File: src/rtl/sic_pkg.sv
package sic_pkg;

  // Source selected for the read data path
  typedef enum logic [2:0] {
    RD_NONE,
    RD_STATUS,
    RD_LEVEL,
    RD_ENABLE,
    RD_BIT0,
    RD_ROUTE
  } rdSel_e;

  // Update strobes from register decode to state
  typedef struct packed {
    logic enSet;
    logic enClr;
    logic bit0Set;
    logic bit0Clr;
    logic routeSet;
    logic routeClr;
  } strobe_t;

endpackage

File: src/rtl/sic_ctrl.sv
module sic_ctrl
  import sic_pkg::*;
#(
  parameter int ADDR_W = 12,
  parameter int DATA_W = 32
) (
  input  logic              clk,
  input  logic              rstN,
  input  logic              psel,
  input  logic              pwrite,
  input  logic [ADDR_W-1:0] paddr,
  input  logic [DATA_W-1:0] pwdata,
  output strobe_t           stb,
  output rdSel_e            rdSel
);

  localparam int IDX_W = ADDR_W - 2;
  localparam logic [IDX_W-1:0] IDX_STATUS   = IDX_W'(0);
  localparam logic [IDX_W-1:0] IDX_LEVEL    = IDX_W'(1);
  localparam logic [IDX_W-1:0] IDX_ENSET    = IDX_W'(2);
  localparam logic [IDX_W-1:0] IDX_ENCLR    = IDX_W'(3);
  localparam logic [IDX_W-1:0] IDX_B0SET    = IDX_W'(4);
  localparam logic [IDX_W-1:0] IDX_B0CLR    = IDX_W'(5);
  localparam logic [IDX_W-1:0] IDX_ROUTESET = IDX_W'(8);
  localparam logic [IDX_W-1:0] IDX_ROUTECLR = IDX_W'(9);

  logic [IDX_W-1:0] wordIdx;
  logic             doWrite;
  logic             doRead;
  logic             dataNz;

  assign wordIdx = paddr[ADDR_W-1:2];
  assign doWrite = psel && pwrite;
  assign doRead  = psel && !pwrite;
  assign dataNz  = |pwdata;

  always_comb begin
    stb = '0;
    if (doWrite) begin
      unique case (wordIdx)
        IDX_ENSET:    stb.enSet    = 1'b1;
        IDX_ENCLR:    stb.enClr    = 1'b1;
        IDX_B0SET:    stb.bit0Set  = dataNz;
        IDX_B0CLR:    stb.bit0Clr  = dataNz;
        IDX_ROUTESET: stb.routeSet = 1'b1;
        IDX_ROUTECLR: stb.routeClr = 1'b1;
        default:      stb = '0;
      endcase
    end
  end

  always_comb begin
    rdSel = RD_NONE;
    if (doRead) begin
      unique case (wordIdx)
        IDX_STATUS:   rdSel = RD_STATUS;
        IDX_LEVEL:    rdSel = RD_LEVEL;
        IDX_ENSET:    rdSel = RD_ENABLE;
        IDX_B0SET:    rdSel = RD_BIT0;
        IDX_ROUTESET: rdSel = RD_ROUTE;
        default:      rdSel = RD_NONE;
      endcase
    end
  end


  strobe_onehot_chk: assert property (@(posedge clk) disable iff (!rstN)
    $onehot0(stb));


  unmapped_write_quiet_chk: assert property (@(posedge clk) disable iff (!rstN)
    (doWrite && (wordIdx == IDX_STATUS || wordIdx == IDX_LEVEL || wordIdx > IDX_ROUTECLR))
      |-> (stb == '0));


  read_no_strobe_chk: assert property (@(posedge clk) disable iff (!rstN)
    doRead |-> (stb == '0));

endmodule

File: src/rtl/sic_datapath.sv
module sic_datapath
  import sic_pkg::*;
#(
  parameter int NUM_LINES = 32,
  parameter int ROUTE_LO  = 21,
  parameter int ROUTE_HI  = 30,
  parameter int AGG_LINE  = 31
) (
  input  logic                 clk,
  input  logic                 rstN,
  input  logic [NUM_LINES-1:0] irqIn,
  input  strobe_t              stb,
  input  logic [NUM_LINES-1:0] wdata,
  input  rdSel_e               rdSel,
  output logic [NUM_LINES-1:0] rdata,
  output logic [NUM_LINES-1:0] irqOut
);

  function automatic logic [NUM_LINES-1:0] bandMask();
    logic [NUM_LINES-1:0] m;
    m = '0;
    for (int i = 0; i < NUM_LINES; i++) begin
      if (i >= ROUTE_LO && i <= ROUTE_HI) m[i] = 1'b1;
    end
    return m;
  endfunction

  localparam logic [NUM_LINES-1:0] ROUTE_MASK = bandMask();
  localparam logic [NUM_LINES-1:0] AGG_BIT    = NUM_LINES'(1) << AGG_LINE;

  logic [NUM_LINES-1:0] levelQ, enableQ, routeQ;
  logic [NUM_LINES-1:0] levelNext, enableNext, routeNext;
  logic [NUM_LINES-1:0] outNext;
  logic                 aggNext;

  assign levelNext = irqIn;

  always_comb begin
    enableNext = enableQ;
    if (stb.enSet)   enableNext = enableQ | wdata;
    if (stb.enClr)   enableNext = enableQ & ~wdata;
    if (stb.bit0Set) enableNext[0] = 1'b1;
    if (stb.bit0Clr) enableNext[0] = 1'b0;
  end

  always_comb begin
    routeNext = routeQ;
    if (stb.routeSet) routeNext = routeQ | (wdata & ROUTE_MASK);
    if (stb.routeClr) routeNext = routeQ & ~wdata;
  end

  assign aggNext = |(levelNext & enableNext);

  for (genvar i = 0; i < NUM_LINES; i++) begin : g_line
    if (i == AGG_LINE) begin : g_agg
      assign outNext[i] = aggNext;
    end else if (i >= ROUTE_LO && i <= ROUTE_HI) begin : g_route
      assign outNext[i] = levelNext[i] & routeNext[i];
    end else begin : g_tie
      assign outNext[i] = 1'b0;
    end
  end

  always_ff @(posedge clk) begin
    if (!rstN) begin
      levelQ  <= '0;
      enableQ <= '0;
      routeQ  <= '0;
      irqOut  <= '0;
    end else begin
      levelQ  <= levelNext;
      enableQ <= enableNext;
      routeQ  <= routeNext;
      irqOut  <= outNext;
    end
  end

  always_comb begin
    unique case (rdSel)
      RD_STATUS: rdata = levelQ & enableQ;
      RD_LEVEL:  rdata = levelQ;
      RD_ENABLE: rdata = enableQ;
      RD_BIT0:   rdata = {{(NUM_LINES-1){1'b0}}, levelQ[0]};
      RD_ROUTE:  rdata = routeQ;
      default:   rdata = '0;
    endcase
  end


  agg_out_chk: assert property (@(posedge clk) disable iff (!rstN)
    irqOut[AGG_LINE] == (|(levelQ & enableQ)));


  quiet_line_chk: assert property (@(posedge clk) disable iff (!rstN)
    (irqOut & ~(ROUTE_MASK | AGG_BIT)) == '0);


  route_band_chk: assert property (@(posedge clk) disable iff (!rstN)
    (routeQ & ~ROUTE_MASK) == '0);


  bit0_set_chk: assert property (@(posedge clk) disable iff (!rstN)
    stb.bit0Set |=> enableQ[0]);


  bit0_clr_chk: assert property (@(posedge clk) disable iff (!rstN)
    stb.bit0Clr |=> !enableQ[0]);


  en_clr_chk: assert property (@(posedge clk) disable iff (!rstN)
    stb.enClr |=> ((enableQ & $past(wdata)) == '0));

  for (genvar j = ROUTE_LO; j <= ROUTE_HI; j++) begin : g_route_chk

    route_line_chk: assert property (@(posedge clk) disable iff (!rstN)
      irqOut[j] == (levelQ[j] & routeQ[j]));
  end

endmodule

File: src/rtl/sic_top.sv
module sic_top
  import sic_pkg::*;
#(
  parameter int ADDR_W    = 12,
  parameter int NUM_LINES = 32,
  parameter int ROUTE_LO  = 21,
  parameter int ROUTE_HI  = 30,
  parameter int AGG_LINE  = 31
) (
  input  logic                 clk,
  input  logic                 rstN,
  input  logic                 psel,
  input  logic                 pwrite,
  input  logic [ADDR_W-1:0]    paddr,
  input  logic [NUM_LINES-1:0] pwdata,
  output logic [NUM_LINES-1:0] prdata,
  input  logic [NUM_LINES-1:0] irqIn,
  output logic [NUM_LINES-1:0] irqOut
);

  strobe_t stb;
  rdSel_e  rdSel;

  sic_ctrl #(
    .ADDR_W (ADDR_W),
    .DATA_W (NUM_LINES)
  ) u_ctrl (
    .clk    (clk),
    .rstN   (rstN),
    .psel   (psel),
    .pwrite (pwrite),
    .paddr  (paddr),
    .pwdata (pwdata),
    .stb    (stb),
    .rdSel  (rdSel)
  );

  sic_datapath #(
    .NUM_LINES (NUM_LINES),
    .ROUTE_LO  (ROUTE_LO),
    .ROUTE_HI  (ROUTE_HI),
    .AGG_LINE  (AGG_LINE)
  ) u_dp (
    .clk    (clk),
    .rstN   (rstN),
    .irqIn  (irqIn),
    .stb    (stb),
    .wdata  (pwdata),
    .rdSel  (rdSel),
    .rdata  (prdata),
    .irqOut (irqOut)
  );

endmodule

File: config.mk
export PLATFORM = sky130hd
export DESIGN_NAME = sic_top
export DESIGN_NICKNAME = d
export VERILOG_FILES = /design/src/rtl/sic_pkg.sv /design/src/rtl/sic_ctrl.sv /design/src/rtl/sic_datapath.sv /design/src/rtl/sic_top.sv
export SDC_FILE = /design/constraint.sdc
export NUM_CORES = 1
export LEC_CHECK = 0
export BUFFER_PORTS_ARGS = -buffer_cell sky130_fd_sc_hd__buf_2
export CELL_PAD_IN_SITES_DETAIL_PLACEMENT = 1
export CELL_PAD_IN_SITES_GLOBAL_PLACEMENT = 2
export CORE_ASPECT_RATIO = 1.2
export CORE_UTILIZATION = 27
export DETAILED_ROUTE_END_ITERATION = 12
export GPL_TIMING_DRIVEN = 0
export PLACE_DENSITY_LB_ADDON = 0.1
export RECOVER_POWER = 100
export SETUP_SLACK_MARGIN = 0.02
export SYNTH_ARGS = -nofsm -noshare
export SYNTH_HDL_FRONTEND = slang
export SYNTH_SLANG_ARGS = --single-unit
export TNS_END_PERCENT = 100
File: constraint.sdc
create_clock -name clk -period 2.1 [get_ports clk]
set_input_delay 0.315 -clock clk [delete_from_list [all_inputs] [get_ports clk]]
set_output_delay 0.315 -clock clk [all_outputs]
set_load 0.01 [all_outputs]
-- Yosys cells after proc, flatten, opt, wreduce, memory -nomap -nowiden
Cells that the tools add are included.
- register bits: 128
- word-level logic and storage cells: 58
- reductions and logical operators: 7
- eq/ne operators: 12
- multiplexer cells: 16
- bitwise operators: 17
- operators with widths (kind ; count):
    $pmux W32 S5 ; 1
    $and A32 B32 Y32 ; 4
    $mux W32 ; 4
    $reduce_or A32 Y1 ; 2
    $not A32 Y32 ; 1
    $or A32 B31 Y32 ; 1
    $or A32 B32 Y32 ; 1
    $eq A10 B2 Y1 const B ; 2
    $eq A10 B3 Y1 const B ; 2
    $eq A10 B4 Y1 const B ; 2
    $pmux W3 S5 ; 1
    $and A1 B1 Y1 ; 10
    $eq A10 B1 Y1 const B ; 1
    $logic_not A10 Y1 ; 1
    $mux W1 ; 8
    $eq A3 B2 Y1 const B ; 2
    $eq A3 B3 Y1 const B ; 2
    $mux W6 ; 1
    $eq A3 B1 Y1 const B ; 1
    $mux W3 ; 1
    $logic_and A1 B1 Y1 ; 2
    $reduce_bool A2 Y1 ; 1
    $logic_not A1 Y1 ; 1

-- Logic depth before layout (Yosys ltp)
Gate-level depths: netlist of run 1.
- depth after elaboration: 9
- mapped depth: 7

-- Cells and area by module
Synthesis of run 1 repeated with hierarchy kept, for this count alone.
- cell total of the unflattened synthesis: 566
- area, all modules: 4830.9 um2
- modules (own cells, without submodules) (module ; seq. area each (um2) ; area an instance (um2) ; cells an instance ; instances):
    sic_datapath ; 2142.1 ; 4576.9 ; 532 ; 1
    sic_ctrl ; 0.0 ; 254.0 ; 34 ; 1

-- Least setup slack after synthesis of run 1
No wires, ideal clock.
- path type: input-to-output
- start point: input paddr[8]
- end point: output prdata[0]
- data arrival time: 1.795 ns
- stages: 7
- setup slack: -0.010 ns
- data required time: 1.785 ns
- path buffers: 1
- cells stage by stage: nor4b_4 > nand3b_1 > nand2b_4 > nor4_4 > buf_2 > a21oi_1 > o22ai_1
- cells in the longest elaborated chain, start to end: 5
- RTL lines (what ; line ; text):
    start: declaration ; sic_top.sv:14 ; input logic [ADDR_W-1:0] paddr,
    $eq A10 B4 Y1, or another cell as far along ; sic_ctrl.sv:55 ; unique case (wordIdx)
    $pmux W3 S5 * ; sic_ctrl.sv:55 ;
    $mux W3 * ; sic_ctrl.sv:54 ; if (doRead) begin
    $eq A3 B3 Y1, or another cell as far along ; sic_datapath.sv:79 ; unique case (rdSel)
    $pmux W32 S5 * ; sic_datapath.sv:79 ;
    end: declaration ; sic_top.sv:16 ; output logic [NUM_LINES-1:0] prdata,
Every way passes the cells marked *; elsewhere a longest branch is shown, timed or not.

-- Worst setup path after layout of run 1
- start point: input paddr[5]
- end point: output prdata[16]
The elaborated chain is that of the path after synthesis.

==> metrics.yaml, run 1 <==
finalHoldViolCount: 0
layout.nets: 845
wire_length_of_the_first_global_routing_pass_um: 33300
r2r_setup_slack_ps: 530
drc: 0
cts_hold_buf: 0
diodes: 0
worst_hold_path_type: "in2reg"
timing.hold.worst_path_depth: 2
synthesis.instances: 604
critical_path.startpoint_type: "input pin"
met2_routing_resource_usage_after_global_routing_pct: 40.1
timing.slew.headroom_pct: 40.4
clock_tree_from_tritoncts: "done"
viasPerCell: 5.08
grt_util_met3_pct: 3.40
ys_seq_area_share_pct: 41.6
grt_busiest_layer: "met2"
grt_start_max_net_pins: 16
cap_violations: 0
finalCoreUtilization_pct: 37.0
holdPathEnd: "u_dp.routeQ[9]$_SDFFE_PN0P_"
routed_wirelength_um: 22400
timing.hold.worst.start: "pwdata[9]"
rr_startpoint: "u_dp.enableQ[7]$_SDFF_PN0_"
whs_ps: 158
actual_slew_at_the_worst_max_slew_pin_ps: 894
crit_fanout: 10
dpl.hpwl_um: 16100
rsz0062_at_grt: "true"
overflow: 0
post-route-min-period_ps: 2390
grt_antenna_before_repair: 0
syn_avg_cell_area_um2: 8.53
synth.cell_area_um2: 5150
ys_ff_latch: 107
worstRegToRegCells: 5
count_of_different_cell_masters_after_synthesis: 40
power.static_leakage_uw: 0.00291
rows: 54
antenna_nets_post_route: 0
clock_latency_ps: 360
core_um2: 18400
finalMaxSlewViolations: 0
place_ws_ps: -1090
ratio_of_final_minimum_period_to_clock_period_pct: 114
cts_max_level: 3
achievable-frequency_ghz: 0.418
die_y_um: 153
number_of_drc_violations_after_detailed_routing_iteration_0: 299
ios: 144
cts_clock_pin_slew_for_the_worst_setup_and_hold_paths_ps: 70
grt_pass1_vias: 5474
worstPathRequired_ps: 1780
globalplace.congestion: 0.854
layout-area-overhead-vs-synth_pct: 32.3
placed_cell_area_um2: 6140
share_of_cells_above_drive_strength_1_pct: 28.0
first_pass_detailed_route_iteration_total: 4
clock_skew_ps: 6.69
die-area_um2: 19600
vias: 5178
initial_core_util_pct: 27.9
cts_buffers: 9
ir_drop_mv: 0.378
r2r_end: "u_dp.irqOut[31]$_SDFF_PN0_"
horizontal_die_dimension_um: 128
clockBufferDepth: 2
port_buffers: 119
post-route-worst-setup-slack_ps: -291
finish.instance_area_um2: 6820
run_status: "finished, violations left"
ctsRootBufferMaster: "clkbuf_16"
globalRouteMet1Util_pct: 28.3
routed_wire_length_per_instance_um: 22.0
nFillCells: 2239
yosys_warnings: 0
setup_viol_count_final: 33
worst_setup_path_end_kind: "output port"
timing.critical_path.arrival_ps: 2080
clock_sink_count: 107
grt_usage_pct: 23.5
crit_type: "in2out"
power_per_cell_area_nw_per_um2: 602
failing_checks: "setup timing"
==> flip-flops by register name (all words and copies together), names as in the netlist <==
name,flops
u_dp.irqOut,11
u_dp.enableQ,32
u_dp.routeQ,32
u_dp.levelQ,32
==> critical path, stage by stage <==
cell,delay (ps)
buf_2,180
nor3b_4,300
buf_4,280
nand2_1,120
nor2_4,180
buf_4,250
a21oi_1,60
o21ai_1,200
buf_2,170
==> synth_stat cells <==
cell	n	area [um2]
a2111o_1	3	33.8
a21boi_0	10	75.1
a21oi_1	65	325
a221o_1	1	10.0
a22oi_1	38	285
a2bb2oi_1	2	17.5
a31oi_1	1	6.26
a41oi_1	1	8.76
and2_1	61	382
and3_1	12	75.1
and4_1	3	26.3
buf_2	15	75.1
buf_4	23	173
buf_6	2	22.5
clkbuf_1	21	78.8
conb_1	1	3.75
dfxtp_1	107	2140
inv_1	36	135
inv_2	1	3.75
mux2i_1	31	310
nand2_1	49	184
nand2b_1	1	6.26
nand2b_4	1	13.8
nand3_1	4	20.0
nand3b_1	1	7.51
nand4_1	30	188
nand4_2	3	37.5
nor2_1	17	63.8
nor2b_1	1	6.26
nor3_1	3	15.0
nor3b_4	1	18.8
nor4_1	10	62.6
nor4_2	1	12.5
nor4_4	1	21.3
nor4b_4	2	47.6
o2111ai_1	1	8.76
o21a_1	11	82.6
o21ai_0	2	10.0
o21ai_1	30	150
o22ai_1	1	6.26
==> where the power goes <==
group	leakage, uW	switching, uW	total (uW)	internal, uW
clock network	0.000131	790	1650	857
logic	0.00191	243	374	131
registers	0.000870	20.2	2080	2060
total	0.00291	1050	4100	3050
==> metal layers <==
| metal | part of all wire [%] | vias up |
|---|---|---|
| met3 | 5.0 | 42 |
| li1 | - | 2410 |
| met2 | 49 | 171 |
| met1 | 42 | 2555 |
| met4 | 3.5 | 0 |
| met5 | 0 | - |
==> cell type report <==
class / instances / area [um2] / area share, %
tap: 252 / 315 / 4.63
multi-input combinational: 419 / 2750 / 40.3
sequential: 107 / 2140 / 31.4
clock buffer: 12 / 256 / 3.76
clock inverter: 2 / 12.5 / 0.184
inverter: 37 / 141 / 2.07
timing repair buffer: 130 / 708 / 10.4
buffer: 61 / 493 / 7.23
==> placed cells by master, fill, tap and decap left out, types with 4 or more instances in the layout <==
cell type | synthesis | layout
nor4_1 | 10 | 9
nand2_1 | 49 | 49
clkbuf_16 | 0 | 9
a21oi_1 | 65 | 59
buf_12 | 0 | 5
a21oi_2 | 0 | 6
and2_1 | 61 | 46
o21a_1 | 11 | 11
nand4_1 | 30 | 30
a21boi_0 | 10 | 10
inv_1 | 36 | 36
conb_1 | 1 | 21
clkbuf_1 | 21 | 27
a22oi_1 | 38 | 29
dfxtp_1 | 107 | 107
nand3_1 | 4 | 4
a22oi_2 | 0 | 9
buf_6 | 2 | 14
buf_4 | 23 | 32
buf_2 | 15 | 107
nor2_1 | 17 | 16
mux2i_1 | 31 | 30
o21ai_2 | 0 | 5
o21ai_1 | 30 | 26
and2_0 | 0 | 15
and3_1 | 12 | 12
==> kinds of logic after synthesis <==
group,count (synthesis),synth area share [%]
compound gates,166,19.8
buf+inv,98,9.47
flops,107,41.6
mux,31,6.02
other cells,1,0.0728
simple gates,201,23.1
==> repair_timing <==
| action | 4_1_cts | 5_1_grt |
|---|---|---|
| gates resized for setup | 46 | 46 |
| pin swaps | 13 | 11 |
| setup endpoints to repair | 53 | 43 |
| setup buffers | 7 | 4 |
==> per-stage QoR <==
stage | instances | setup TNS (ps) | power, uW
5_1_grt | 1020 | -9590 | 4250
3_5_place_dp | 995 | -48240 | 2480
6_report | 1020 | -6270 | 4100
3_3_place_gp | 995 | -47090 | 2480
4_1_cts | 1016 | -10120 | 4130
2_1_floorplan | 624 | 0 | 2260
==> worst max path at each step <==
| stage | start | endpoint | slack (ps) | cells past startpoint |
|---|---|---|---|---|
| 3_3_place_gp | paddr[2] | prdata[0] | -1070 | 9 |
| 6_report | paddr[5] | prdata[16] | -290 | 9 |
| 4_1_cts | paddr[8] | prdata[16] | -360 | 10 |
| 2_1_floorplan | paddr[10] | prdata[10] | 10 | 7 |
| 3_5_place_dp | paddr[2] | prdata[30] | -1090 | 9 |
| 5_1_grt | paddr[11] | prdata[30] | -340 | 10 |
Note: power is estimated with default switching activity, not from simulation.
==> run 2: changes to the inputs <==
--- a/config.mk
+++ b/config.mk
@@ -11,6 +11,7 @@
 export CORE_ASPECT_RATIO = 1.2
 export CORE_UTILIZATION = 27
 export DETAILED_ROUTE_END_ITERATION = 12
+export GPL_ROUTABILITY_DRIVEN = 0
 export GPL_TIMING_DRIVEN = 0
 export PLACE_DENSITY_LB_ADDON = 0.1
 export RECOVER_POWER = 100
==> constraint.sdc (replaced) <==
create_clock -name clk -period 2.1 [get_ports clk]
set_input_delay 0.63 -clock clk [delete_from_list [all_inputs] [get_ports clk]]
set_output_delay 0.63 -clock clk [all_outputs]
set_load 0.01 [all_outputs]
==> metrics.yaml, run 2 (synthesis gave the netlist of run 1 again) <==
grt_antenna_before_repair: 1  # was 0
critical_path.slowest_cell: "nor4b_4"  # was nor3b_4
crit_fanout: 10  # unchanged
grt_start_max_net_pins: 16  # unchanged
cts_clock_pin_slew_for_the_worst_setup_and_hold_paths_ps: 70  # about the same
number_of_drc_violations_after_detailed_routing_iteration_0: 276  # was 299
timing.critical_path.arrival_ps: 2420  # was 2080 ps
post-route-min-period_ps: 3050  # was 2390 ps
die_y_um: 153  # unchanged
clock_tree_from_tritoncts: "done"  # unchanged
share_of_cells_above_drive_strength_1_pct: 35.4  # was 28.0%
die-area_um2: 19600  # unchanged
clock_latency_ps: 360  # about the same
worst_hold_path_type: "reg2reg"  # was in2reg
whs_ps: 439  # was 158 ps
worst-path-buf-inv: 5  # was 4
routed_wirelength_um: 23400  # was 22400 um
finalCoreUtilization_pct: 40.1  # was 37.0%
clockBufferDepth: 2  # unchanged
rsz0062_at_grt: "true"  # unchanged
overflow: 0  # unchanged
vias: 5361  # was 5178
nFillCells: 2178  # was 2239
viasPerCell: 5.15  # was 5.08
drc: 0  # unchanged
diodes: 0  # unchanged
wire_length_of_the_first_global_routing_pass_um: 34000  # was 33300 um
critical_path.startpoint_type: "input pin"  # unchanged
reg.largest.list: "u_dp.enableQ: 32 flops, u_dp.levelQ: 32 flops, u_dp.routeQ: 32 flops"  # unchanged
run_status: "finished, violations left"  # unchanged
post-route-worst-setup-slack_ps: -951  # was -291 ps
crit_type: "in2out"  # unchanged
worst_setup_path_end_kind: "output port"  # unchanged
layout.nets: 863  # was 845
ir_drop_mv: 0.367  # was 0.378 mV
first_pass_detailed_route_iteration_total: 4  # unchanged
count_of_placed_standard_cells_including_taps: 995  # unchanged
critical-path-top-cell-by-count: "buf_6"
cts_buffers: 9  # unchanged
port_buffers: 119  # unchanged
worstPathRequired_ps: 1470  # was 1780 ps
dpl.hpwl_um: 16300  # was 16100 um
core_um2: 18400  # unchanged
layout.cells.most_common: "dfxtp_1"
horizontal_die_dimension_um: 128  # unchanged
critPathTopFamily: "simple AND/OR/NAND/NOR gates"  # was buffers and inverters
grt_usage_pct: 24.1  # was 23.5%
rows: 54  # unchanged
power_consumption_uw: 4300  # was 4100 uW
power_per_cell_area_nw_per_um2: 581  # was 602 nW/um2
ratio_of_final_minimum_period_to_clock_period_pct: 145  # was 114%
timing.slew.headroom_pct: 42.3  # was 40.4%
clock_sink_count: 107  # unchanged
ctsRootBufferMaster: "clkbuf_16"  # unchanged
layout.cells.non_filler: 1040  # was 1020
layout.cells.most_common_list: "107 x dfxtp_1, 105 x buf_2, 51 x and2_1"  # was 107 x buf_2, 107 x dfxtp_1, 59 x a21oi_1
cp_slowest_stage_delay_ps: 350  # was 300 ps
achievable-frequency_ghz: 0.328  # was 0.418 GHz
finalMaxSlewViolations: 0  # unchanged
ios: 144  # unchanged
setup_viol_count_final: 74  # was 33
actual_slew_at_the_worst_max_slew_pin_ps: 865  # was 894 ps
antenna_nets_post_route: 0  # unchanged
cap_violations: 0  # unchanged
grt_pass1_vias: 5663  # was 5474
initial_core_util_pct: 27.9  # unchanged
routed_wire_length_per_instance_um: 22.5  # was 22.0 um
cts_hold_buf: 0  # unchanged
cts_max_level: 3  # unchanged
power.static_leakage_uw: 0.00317  # was 0.00291 uW
crit_chain: "buf_6 > nor4b_4 > nand3b_1 > nand2b_4 > buf_6 > nor4_4 > buf_6 > buf_12 > a22oi_1 > o21ai_2 > buf_2"  # was buf_2 > nor3b_4 > buf_4 > nand2_1 > nor2_4 > buf_4 > a21oi_1 > o21ai_1 > buf_2
finalHoldViolCount: 0  # unchanged
ff_latch_area_um2: 2140  # unchanged
clock_skew_ps: 7.67  # was 6.69 ps
failing_checks: "setup timing"  # unchanged
fin_tns_setup_ps: -32920  # was -6270 ps
layout-area-overhead-vs-synth_pct: 43.6  # was 32.3%
multiInputGateArea_um2: 3020  # was 2750 um2
run 2: changes by cell type in the layout (fill, tap and decap cells not counted), sizes merged:
cell,delta
clkbuf,+3
bufinv,+1
inv,-1
clkinvlp,-1
buf,+18
run 2: final timing paths:
path / startpoint / endpoint / slack [ps] / cells past startpoint
max: paddr[11] / prdata[11] / -950 / 11
max reg2reg: u_dp.enableQ[16]$_SDFF_PN0_ / u_dp.irqOut[31]$_SDFF_PN0_ / 480 / 5
min reg2reg: u_dp.routeQ[15]$_SDFFE_PN0P_ / u_dp.routeQ[15]$_SDFFE_PN0P_ / 440 / 2
min: u_dp.routeQ[15]$_SDFFE_PN0P_ / u_dp.routeQ[15]$_SDFFE_PN0P_ / 440 / 2
run 2: layer usage:
layer  GRT usage (%)  vias up  routed length (um)
met1            29.0     2692                9600
met3            4.06       46                1350
met5               0        -                  13
met4            10.5        2                 699
met2            41.7      171               11700
li1                -     2450                   -
run 2: final cells by class:
| class | count | share of cell area, % |
|---|---|---|
| tap | 252 | 4.26 |
| sequential | 107 | 29.0 |
| clock buffer | 15 | 3.76 |
| buffer | 61 | 7.41 |
| clock inverter | 1 | 0.406 |
| timing repair buffer | 148 | 12.5 |
| inverter | 37 | 1.90 |
| multi-input combinational | 419 | 40.8 |
run 2: worst register-to-register path: cells and delay by family (launching register included):
kind | cells | cell delay (ps)
buffers and inverters | 1 | 80
and+or+nand+nor | 1 | 320
AOI/OAI and AO/OA | 2 | 690
muxes | 1 | 90
DFF | 1 | 300
run 2: report_power, final:
group | switching (uW) | internal, uW | total [uW] | leakage, uW
Clock | 793 | 1030 | 1820 | 0.000150
Combinational | 251 | 141 | 392 | 0.00215
Sequential | 26.3 | 2060 | 2090 | 0.000870
Total | 1070 | 3230 | 4300 | 0.00317
run 2: per-stage QoR:
stage	worst slack [ps]	cell area, um2
after CTS	-1010	6960
after floorplan	-589	5370
after detailed placement	-1670	6280
after global routing	-1020	7390
after global placement	-1630	6280
final	-951	7390
run 2: what timing repair did:
action,4_1_cts,5_1_grt
setup endpoints to repair,78,64
buffers inserted,9,15
gates resized for setup,56,104
cloned,3,3
pin swaps,17,42
